**src/rtl/brt_pkg.sv**
```systemverilog
// Package: shared definitions for the slot finder.
// Assumes: nothing beyond IEEE 1800-2017.
package brt_pkg;

    // Result class of one search, used for readability in the top.
    typedef enum logic [1:0] {
        SRCH_IDLE  = 2'd0,
        SRCH_GRANT = 2'd1,
        SRCH_STALL = 2'd2
    } srch_res_e;

    // Largest of three widths, used to size candidate sums.
    function automatic int max3(input int a, input int b, input int c);
        int m;
        m = (a > b) ? a : b;
        return (m > c) ? m : c;
    endfunction

endpackage

```
**src/rtl/brt_occ_table.sv**
```systemverilog
// Module: one future-occupancy vector.
// Bit i stands for the cycle i clocks ahead. Each clock the vector shifts
// toward index 0 with a 0 entering at the top; an optional booking is ORed
// in at set_idx before the shift.
// Assumes: set_idx < LEN whenever set_en is high.
module brt_occ_table #(
    parameter int LEN   = 32,
    parameter int IDX_W = $clog2(LEN)
) (
    input  logic             clk,
    input  logic             rst_n,
    input  logic             set_en,
    input  logic [IDX_W-1:0] set_idx,
    output logic [LEN-1:0]   tbl_o
);

    logic [LEN-1:0] tbl_q;
    logic [LEN-1:0] book_mask;

    // Decode the booking into a one-hot mask.
    always_comb begin
        book_mask = '0;
        if (set_en) book_mask[set_idx] = 1'b1;
    end

    // Book, then advance time by one cycle.
    always_ff @(posedge clk) begin
        if (!rst_n) tbl_q <= '0;
        else        tbl_q <= (tbl_q | book_mask) >> 1;
    end

    assign tbl_o = tbl_q;

    // A booked cycle one clock ahead must be the current cycle next clock.
    assert_shift_keeps_R8: assert property (@(posedge clk) disable iff (!rst_n)
        tbl_q[1] |=> tbl_q[0]);

    // A fresh booking at idx>0 shows up one position lower next clock.
    assert_book_lands_R7: assert property (@(posedge clk) disable iff (!rst_n)
        (set_en && set_idx != '0) |=> tbl_q[$past(set_idx) - 1'b1]);

endmodule

```
**src/rtl/brt_window.sv**
```systemverilog
// Module: builds the busy vector over the search window.
// For each offset j the candidate start is start+j and its bus cycle is
// start+j+dur; a candidate is busy when either index is out of the table
// or either resource is booked there.
// Assumes: WIN >= 2.
module brt_window
    import brt_pkg::*;
#(
    parameter int LEN   = 32,
    parameter int IDX_W = $clog2(LEN),
    parameter int WIN   = 4,
    parameter int DUR_W = 3
) (
    input  logic [IDX_W-1:0]          start_i,
    input  logic [DUR_W-1:0]          dur_i,
    input  logic [LEN-1:0]            fu_tbl_i,
    input  logic [LEN-1:0]            bus_tbl_i,
    output logic [WIN-1:0]            busy_o,
    output logic [WIN-1:0][IDX_W-1:0] ex_idx_o,
    output logic [WIN-1:0][IDX_W-1:0] wb_idx_o
);

    localparam int SUM_W = max3(IDX_W, DUR_W, $clog2(WIN)) + 2;

    for (genvar j = 0; j < WIN; j++) begin : g_cand
        logic [SUM_W-1:0] ex_sum;
        logic [SUM_W-1:0] wb_sum;
        logic             out_of_tbl;

        // Candidate start and write-back cycles for offset j.
        always_comb begin
            ex_sum = SUM_W'(start_i) + SUM_W'(j);
            wb_sum = ex_sum + SUM_W'(dur_i);
        end

        assign out_of_tbl  = (ex_sum >= SUM_W'(LEN)) || (wb_sum >= SUM_W'(LEN));
        assign ex_idx_o[j] = ex_sum[IDX_W-1:0];
        assign wb_idx_o[j] = wb_sum[IDX_W-1:0];

        // Unit busy at start, or bus busy at start plus duration.
        always_comb begin
            if (out_of_tbl) busy_o[j] = 1'b1;
            else            busy_o[j] = fu_tbl_i[ex_idx_o[j]] | bus_tbl_i[wb_idx_o[j]];
        end
    end

endmodule

```
**src/rtl/brt_prio_enc.sv**
```systemverilog
// Module: lowest-index free finder over the window.
// Assumes: WIN >= 2 so the offset is at least one bit wide.
module brt_prio_enc #(
    parameter int WIN   = 4,
    parameter int OFF_W = $clog2(WIN)
) (
    input  logic [WIN-1:0]   busy_i,
    output logic             found_o,
    output logic [OFF_W-1:0] off_o
);

    // Scan from the top so the lowest free offset wins.
    always_comb begin
        found_o = 1'b0;
        off_o   = '0;
        for (int i = WIN - 1; i >= 0; i--) begin
            if (!busy_i[i]) begin
                found_o = 1'b1;
                off_o   = OFF_W'(i);
            end
        end
    end

endmodule

```
**src/rtl/brt_slot_finder.sv**
```systemverilog
// Module: top of the slot finder for one unit and its result bus.
// Search is combinational against the current (already shifted) vectors;
// grant books both resources at the next edge together with the shift.
// Assumes: a request is held only for the cycle it is presented.
module brt_slot_finder
    import brt_pkg::*;
#(
    parameter int LEN   = 32,
    parameter int WIN   = 4,
    parameter int DUR_W = 3,
    parameter int IDX_W = $clog2(LEN)
) (
    input  logic             clk,
    input  logic             rst_n,
    input  logic             req_valid,
    input  logic [IDX_W-1:0] req_start,
    input  logic [DUR_W-1:0] req_dur,
    output logic             grant,
    output logic             stall,
    output logic [IDX_W-1:0] exec_dly,
    output logic [IDX_W-1:0] wb_dly
);

    localparam int OFF_W = $clog2(WIN);

    logic [LEN-1:0]            fu_tbl;
    logic [LEN-1:0]            bus_tbl;
    logic [WIN-1:0]            busy;
    logic [WIN-1:0][IDX_W-1:0] ex_idx;
    logic [WIN-1:0][IDX_W-1:0] wb_idx;
    logic                      found;
    logic [OFF_W-1:0]          off;
    srch_res_e                 res;

    brt_occ_table #(.LEN(LEN), .IDX_W(IDX_W)) u_fu_tbl (
        .clk     (clk),
        .rst_n   (rst_n),
        .set_en  (grant),
        .set_idx (exec_dly),
        .tbl_o   (fu_tbl)
    );

    brt_occ_table #(.LEN(LEN), .IDX_W(IDX_W)) u_bus_tbl (
        .clk     (clk),
        .rst_n   (rst_n),
        .set_en  (grant),
        .set_idx (wb_dly),
        .tbl_o   (bus_tbl)
    );

    brt_window #(.LEN(LEN), .IDX_W(IDX_W), .WIN(WIN), .DUR_W(DUR_W)) u_window (
        .start_i   (req_start),
        .dur_i     (req_dur),
        .fu_tbl_i  (fu_tbl),
        .bus_tbl_i (bus_tbl),
        .busy_o    (busy),
        .ex_idx_o  (ex_idx),
        .wb_idx_o  (wb_idx)
    );

    brt_prio_enc #(.WIN(WIN), .OFF_W(OFF_W)) u_prio (
        .busy_i  (busy),
        .found_o (found),
        .off_o   (off)
    );

    // Classify the search outcome for this cycle.
    always_comb begin
        if (!req_valid) res = SRCH_IDLE;
        else if (found) res = SRCH_GRANT;
        else            res = SRCH_STALL;
    end

    // Drive handshake and chosen delays from the outcome.
    always_comb begin
        grant    = (res == SRCH_GRANT);
        stall    = (res == SRCH_STALL);
        exec_dly = grant ? ex_idx[off] : '0;
        wb_dly   = grant ? wb_idx[off] : '0;
    end

    assert_exec_window_R2: assert property (@(posedge clk) disable iff (!rst_n)
        grant |-> (exec_dly >= req_start) &&
                  ((exec_dly - req_start) <= IDX_W'(WIN - 1)));

    assert_wb_sum_R3: assert property (@(posedge clk) disable iff (!rst_n)
        grant |-> ({1'b0, wb_dly} == ({1'b0, exec_dly} + (IDX_W + 1)'(req_dur))));

    assert_grant_stall_excl_R5: assert property (@(posedge clk) disable iff (!rst_n)
        !(grant && stall));

    assert_idle_quiet_R9: assert property (@(posedge clk) disable iff (!rst_n)
        !req_valid |-> (!grant && !stall));

    assert_no_double_book_R10: assert property (@(posedge clk) disable iff (!rst_n)
        grant |-> (!fu_tbl[exec_dly] && !bus_tbl[wb_dly]));

endmodule

```
**config.mk**
```make
export PLATFORM = sky130hd
export DESIGN_NAME = brt_slot_finder
export DESIGN_NICKNAME = d
export VERILOG_FILES = /design/src/rtl/brt_pkg.sv /design/src/rtl/brt_occ_table.sv /design/src/rtl/brt_window.sv /design/src/rtl/brt_prio_enc.sv /design/src/rtl/brt_slot_finder.sv
export SDC_FILE = /design/constraint.sdc
export NUM_CORES = 1
export LEC_CHECK = 0
export CAP_MARGIN = 10
export CORE_ASPECT_RATIO = 0.7
export CORE_MARGIN = 2
export CORE_UTILIZATION = 45
export CTS_CLUSTER_DIAMETER = 50
export CTS_CLUSTER_SIZE = 40
export DETAILED_ROUTE_END_ITERATION = 10
export PLACE_DENSITY = 0.71
export SYNTH_ARGS = -nofsm -noshare
export SYNTH_HDL_FRONTEND = slang
export SYNTH_HIERARCHICAL = 1
export SYNTH_SLANG_ARGS = --single-unit
```
**constraint.sdc**
```tcl
create_clock -name clk -period 20.9 [get_ports clk]
set_input_delay 4.18 -clock clk [delete_from_list [all_inputs] [get_ports clk]]
set_output_delay 4.18 -clock clk [all_outputs]
set_load 0.02 [all_outputs]
```
* Word level (Yosys, flattened, before mapping)
Cells that the tools add are included.
** Word-level totals
- Register bits :: 64
- Input bits :: 11
- Output and inout port bits :: 12
- Word-level logic and storage cells :: 88
** Cells by class
- $add $sub $neg :: 7
- $lt $le $gt $ge :: 21
- Equal/unequal tests :: 2
- Multiplexer cells :: 42
- Bitwise gates (word level) :: 6
- Reduce and logical (&&, ||, !) cells :: 6
** Operator list (number)
- 32-bit 2-to-1 mux :: 2
- 32-bit OR :: 2
- 5-bit by 6-bit less-than comparator with 1-bit output, second input constant :: 10
- 7-bit by 6-bit greater-or-equal comparator with 1-bit output, second input constant :: 7
- 1-bit binary-select mux with 5-bit select :: 8
- 7-bit by 3-bit adder with 7-bit output :: 3
- 5-bit binary-select mux with 2-bit select :: 2
- 5-bit 2-to-1 mux :: 4
- 1-bit 2-to-1 mux :: 18
- 5-bit by 2-bit adder with 6-bit output, second input constant :: 2
- 2-bit 2-to-1 mux :: 6
- 1-bit demux with 5-bit select :: 2
- 5-bit by 1-bit greater-or-equal comparator with 1-bit output, second input constant :: 2
- 5-bit by 1-bit adder with 6-bit output, second input constant :: 1
- 5-bit by 3-bit adder with 6-bit output :: 1
- 5-bit by 6-bit greater-or-equal comparator with 1-bit output, second input constant :: 1
- 1-bit logical OR :: 4
- 1-bit OR :: 4
- 2-bit by 3-bit less-than comparator with 1-bit output, second input constant :: 1
- 2-bit by 1-bit equality test with 1-bit output, second input constant :: 1
- 2-bit equality test, second input constant :: 1
- 1-bit logical AND :: 2

* Logic depth before layout (Yosys ltp)
- Depth after elaboration :: 20
- Depth in mapped cells :: 23
- Depth with buffers taken out :: 17

* Cells and area by module
The synthesis kept the hierarchy.
** By module, submodules not included
- brt_window :: instances 1, cells each 236, area each 2806.4 sq um, seq. area each 0.0 sq um
- brt_occ_table :: instances 2, cells each 110, area each 1181.1 sq um, seq. area each 620.6 sq um
- brt_slot_finder :: instances 1, cells each 36, area each 306.5 sq um, seq. area each 0.0 sq um
- brt_prio_enc :: instances 1, cells each 5, area each 28.8 sq um, seq. area each 0.0 sq um

* Worst setup path before layout
Ideal clock, no wire load.
- Kind :: input to output
- Start point :: input req_start[0]
- End point :: output wb_dly[0]
- Arrival time :: 9226 ps
- Required time :: 16720 ps
- Slack :: 7494 ps
- Cell stages on the path :: 18
- Path buffers :: 5
- Cell sequence :: buf_6 buf_4 buf_1 inv_1 ha_1 clkbuf_1 inv_1 fa_1 xnor2_1 mux4_2 mux4_2 o211ai_1 o211ai_1 nand2_1 a21oi_1 buf_4 mux2i_1 o22ai_1
** RTL lines
- start, declared :: line brt_slot_finder.sv:16 : input logic [IDX_W-1:0] req_start,
- end, declared :: line brt_slot_finder.sv:21 : output logic [IDX_W-1:0] wb_dly

==> results.txt <==
Derived from the worst setup path, the maximum achievable clock frequency is between 0.06 and 0.07 GHz. The TritonCTS sink count came out at 62. The global routing met1 resource utilization is between 30% and 40%. The worst setup path is of the in -> out kind. The die is 136.2 um wide. The placement row count came out at 33.

Headroom to the max-slew limit came out at ~22%. In the final layout, the multi-input gates occupy between 0.003 and 0.004 sq mm. The count of max-cap constraint violations came out at 0. The number of pins exceeding their max-slew limit in the final report is 0. TritonCTS built the clock tree. The clock transition at the registers of the reported paths came out at 0.05 ns. The number of unique standard cell types used by synthesis is 58. By area the synthesized netlist is led by sky130_fd_sc_hd__mux4_2 27%, sky130_fd_sc_hd__dfxtp_1 23%, sky130_fd_sc_hd__mux2i_1 6.5%. The iteration count of the initial detailed-routing pass came out at 4. The final critical path takes up 72.27% of the cycle. The number of antenna violations at the first check in global routing came out at 0. In this run switching power makes up between 30% and 40% of total power. The layer with the highest usage after global routing is met1. The wire length of the first global-routing pass is roughly 25 mm. The net count after synthesis came out at between 500 and 600.

The pin count of the biggest net entering global routing came out at 79. The insertion delay to the later sink of the worst-skew pair is approximately 0.33 ns. The number of design-rule violations left by the first detailed-router iteration is between 300 and 400. At the pin with the least slew margin, the transition time is about 1.2 ns.

The element type at the critical path start is an input port. The total internal power is about 300 uW. The floorplan step set the die height to approximately 97 um. Data arrives at the worst endpoint at approximately 11 ns. The total clock buffers created by CTS came out at 9. STA classifies the critical path endpoint as an output port. The share of final-layout standard cells stronger than drive strength 1 is about a quarter.

The overall global routing resource usage is roughly a quarter. The routed length per placed instance is 23.66 um. The top-area cell type share of the netlist area came out at between 20% and 30%. The number of gates resized after CTS was 0. The peak supply drop is ~55 uV. The buffer levels on the longest clock path came out at 2. Detailed placement finished with a half-perimeter wire length of roughly 11 mm.

The count of boundary I/O pins is 23. CTS placed an instance of sky130_fd_sc_hd__clkbuf_16 at the clock tree root. The post-route clock skew is about 0.0086 ns. The global placement routability congestion came out at 0.9731.

The power density over cell area is around 77 mW/mm^2. The sequential element share of the synthesized area is between 20% and 30%. In this run the power spent charging and discharging nets is around 170 uW. For this run, the leading register cell type out of synthesis is sky130_fd_sc_hd__dfxtp_1. The core region is ~0.012 sq mm.

After routing, the total negative slack on setup checks comes to 0 ns. The DRC violation count after routing came out at 0. Measured on the finished design, the core utilization comes to between 50% and 60%. The final net count came out at approximately 530. The count of filler cells inserted in the layout came out at between 1000 and 1500. The time the worst path needs with I/O delays and setup is 15.10 ns. The cell area after technology mapping is between 0.005 and 0.006 sq mm. In this run, synthesis inferred 0 flip-flops with an integrated enable.

The total die area is approximately 0.013 sq mm. The peak fanout along the critical path came out at 22. The count of input and output buffers is 22. Across all layers, the routed design uses 4514 vias. The async set-or-reset flop fraction in the synthesized netlist is 0%. The via density per instance is about 6.8. The area of all sequential standard cells is about 0.0012 sq mm.

The met3 track demand over resource came out at 8.086%. Setup repair after global routing left no endpoint under its margin. In this run, flip-flops and latches consume 27.6% of the power. The commonest cells after synthesis are 65 x sky130_fd_sc_hd__mux4_2, 62 x sky130_fd_sc_hd__dfxtp_1, 53 x sky130_fd_sc_hd__nand2_1. The total inserted antenna cells is 0. Compared with the post-synthesis result, the final layout area differs by 10.37%. The met2 demand-to-capacity share in global routing is between 30% and 40%. The maximum level of the CTS H-tree came out at 3.

The synthesized area per cell is 11.07 sq um. The total of flip-flops plus latches after synthesis came out at 62. The synthesized netlist cell count is 497. Yosys instantiated no cell more often than sky130_fd_sc_hd__mux4_2.

The quantity of hold-fixing buffers added after cts is 0. The dominant cell type by area after synthesis is sky130_fd_sc_hd__mux4_2. The via count of the first global-routing pass is approximately 4400.

The run finished with clean final reports. The post-CTS setup buffer count is 0. The count of nets left with antenna violations once routing finished came out at 0. The share of total power dissipated in the clock network is between 30% and 40%. The path type of the worst min-delay path is reg -> reg. At the worst endpoint, the required time is 16.72 ns.

For this run, the number of Yosys warnings is 6. Per report_power, the combinational group accounts for 38.6% of the total. Summed over all layers, the global routing overflow is 0. For this design the static power due to leakage is between 0.002 and 0.0025 uW. The number of endpoints with negative hold slack in the final report came out at 0. The initial utilization of the core area, before any placement, comes to 46.61%.

For this block, the routed nets add up to 15.74 mm of wire. The count of final setup violators came out at 0.
[worst max-delay path: stages]
cell	delay [ns]
sky130_fd_sc_hd__clkdlybuf4s50_1	0.46
sky130_fd_sc_hd__buf_4	0.32
sky130_fd_sc_hd__inv_1	0.24
sky130_fd_sc_hd__ha_1	0.82
sky130_fd_sc_hd__inv_1	0.26
sky130_fd_sc_hd__fa_1	0.50
sky130_fd_sc_hd__xnor2_1	0.80
sky130_fd_sc_hd__mux4_2	0.43
sky130_fd_sc_hd__mux4_2	0.46
sky130_fd_sc_hd__o211ai_1	0.22
sky130_fd_sc_hd__o211ai_1	0.18
sky130_fd_sc_hd__nand4_1	0.20
sky130_fd_sc_hd__nand3_1	0.33
sky130_fd_sc_hd__o22ai_1	0.75
sky130_fd_sc_hd__clkdlybuf4s50_1	0.74
[through the flow]
stage / cell area, sq um / total power [uW] / hold WS, ns / setup slack, ns / std cells
floorplan: 5504 / 257.7 / 0.4518 / 7.494 / 497
global placement: 5759 / 302.0 / 0.4879 / 6.162 / 649
detailed placement: 5759 / 305.3 / 0.4922 / 5.960 / 649
CTS: 6075 / 464.1 / 0.4958 / 5.879 / 665
global route: 6075 / 485.9 / 0.5233 / 5.383 / 665
finish: 6075 / 466.3 / 0.5034 / 5.796 / 665
[state kept, by name, summed over array words and instances (netlist names)]
| register | count |
|---|---|
| u_fu_tbl/tbl_o | 31 |
| u_bus_tbl/tbl_o | 31 |
[placed cells by master (no fill, tap or decap), drive strengths merged, types with 5 or more instances in the layout]
master / count
mux4: 67
inv: 22
o41ai: 12
clkdlybuf4s50: 20
mux2i: 36
o22ai: 11
nor2b: 6
buf: 16
o21ai: 33
a21oi: 10
mux2: 5
nor2: 7
nand4b: 6
dfxtp: 62
ha: 14
xnor2: 15
and3b: 5
nand4: 6
a22o: 18
nand2: 53
nand3b: 6
clkbuf: 10
nand3: 9
[layout make-up]
class,count,area share (%)
clock buffers,10,3.769
clock inverters,6,1.421
inverters,22,1.359
multi-input cells,372,64.59
flip-flops and latches,62,20.43
well taps,157,3.234
repair buffers,36,5.191
[per-layer routing]
layer	vias to the layer above	share of wire, %
met4	0	1.1
met5	-	0
li1	1965	-
met2	286	41
met3	17	13
met1	2246	44
[logic make-up after synthesis]
logic type                 count (synthesis)  share of synthesized area [%]
and+or+nand+nor                          117                          12.59
AOI/OAI and AO/OA                        108                          15.09
muxes                                    108                          35.12
buffers and inverters                     63                          6.229
DFF                                       62                          22.55
xor gates and xnor gates                  19                          3.637
adders and majority gates                 18                          4.638
other                                      2                         0.1364
[power by group through the flow]
stage	clock network (uW)	logic, uW	registers [uW]
3_3_place_gp	0	171	131
4_1_cts	159	176	128
2_1_floorplan	0	130	128
3_5_place_dp	0	174	131
6_report	158	180	129
5_1_grt	165	191	129
[final timing paths]
check / start / endpoint / slack (ns) / cells after the start
worst min register to register: u_fu_tbl/tbl_o[29] / u_fu_tbl/tbl_o[28] / 0.50 / 2
worst max register to register: u_fu_tbl/tbl_o[16] / u_bus_tbl/tbl_o[26] / 16.49 / 12
worst max-delay path: req_start[1] / wb_dly[1] / 5.80 / 15
worst min-delay path: u_fu_tbl/tbl_o[29] / u_fu_tbl/tbl_o[28] / 0.50 / 2
No activity file was read; power rests on OpenSTA's default activity.
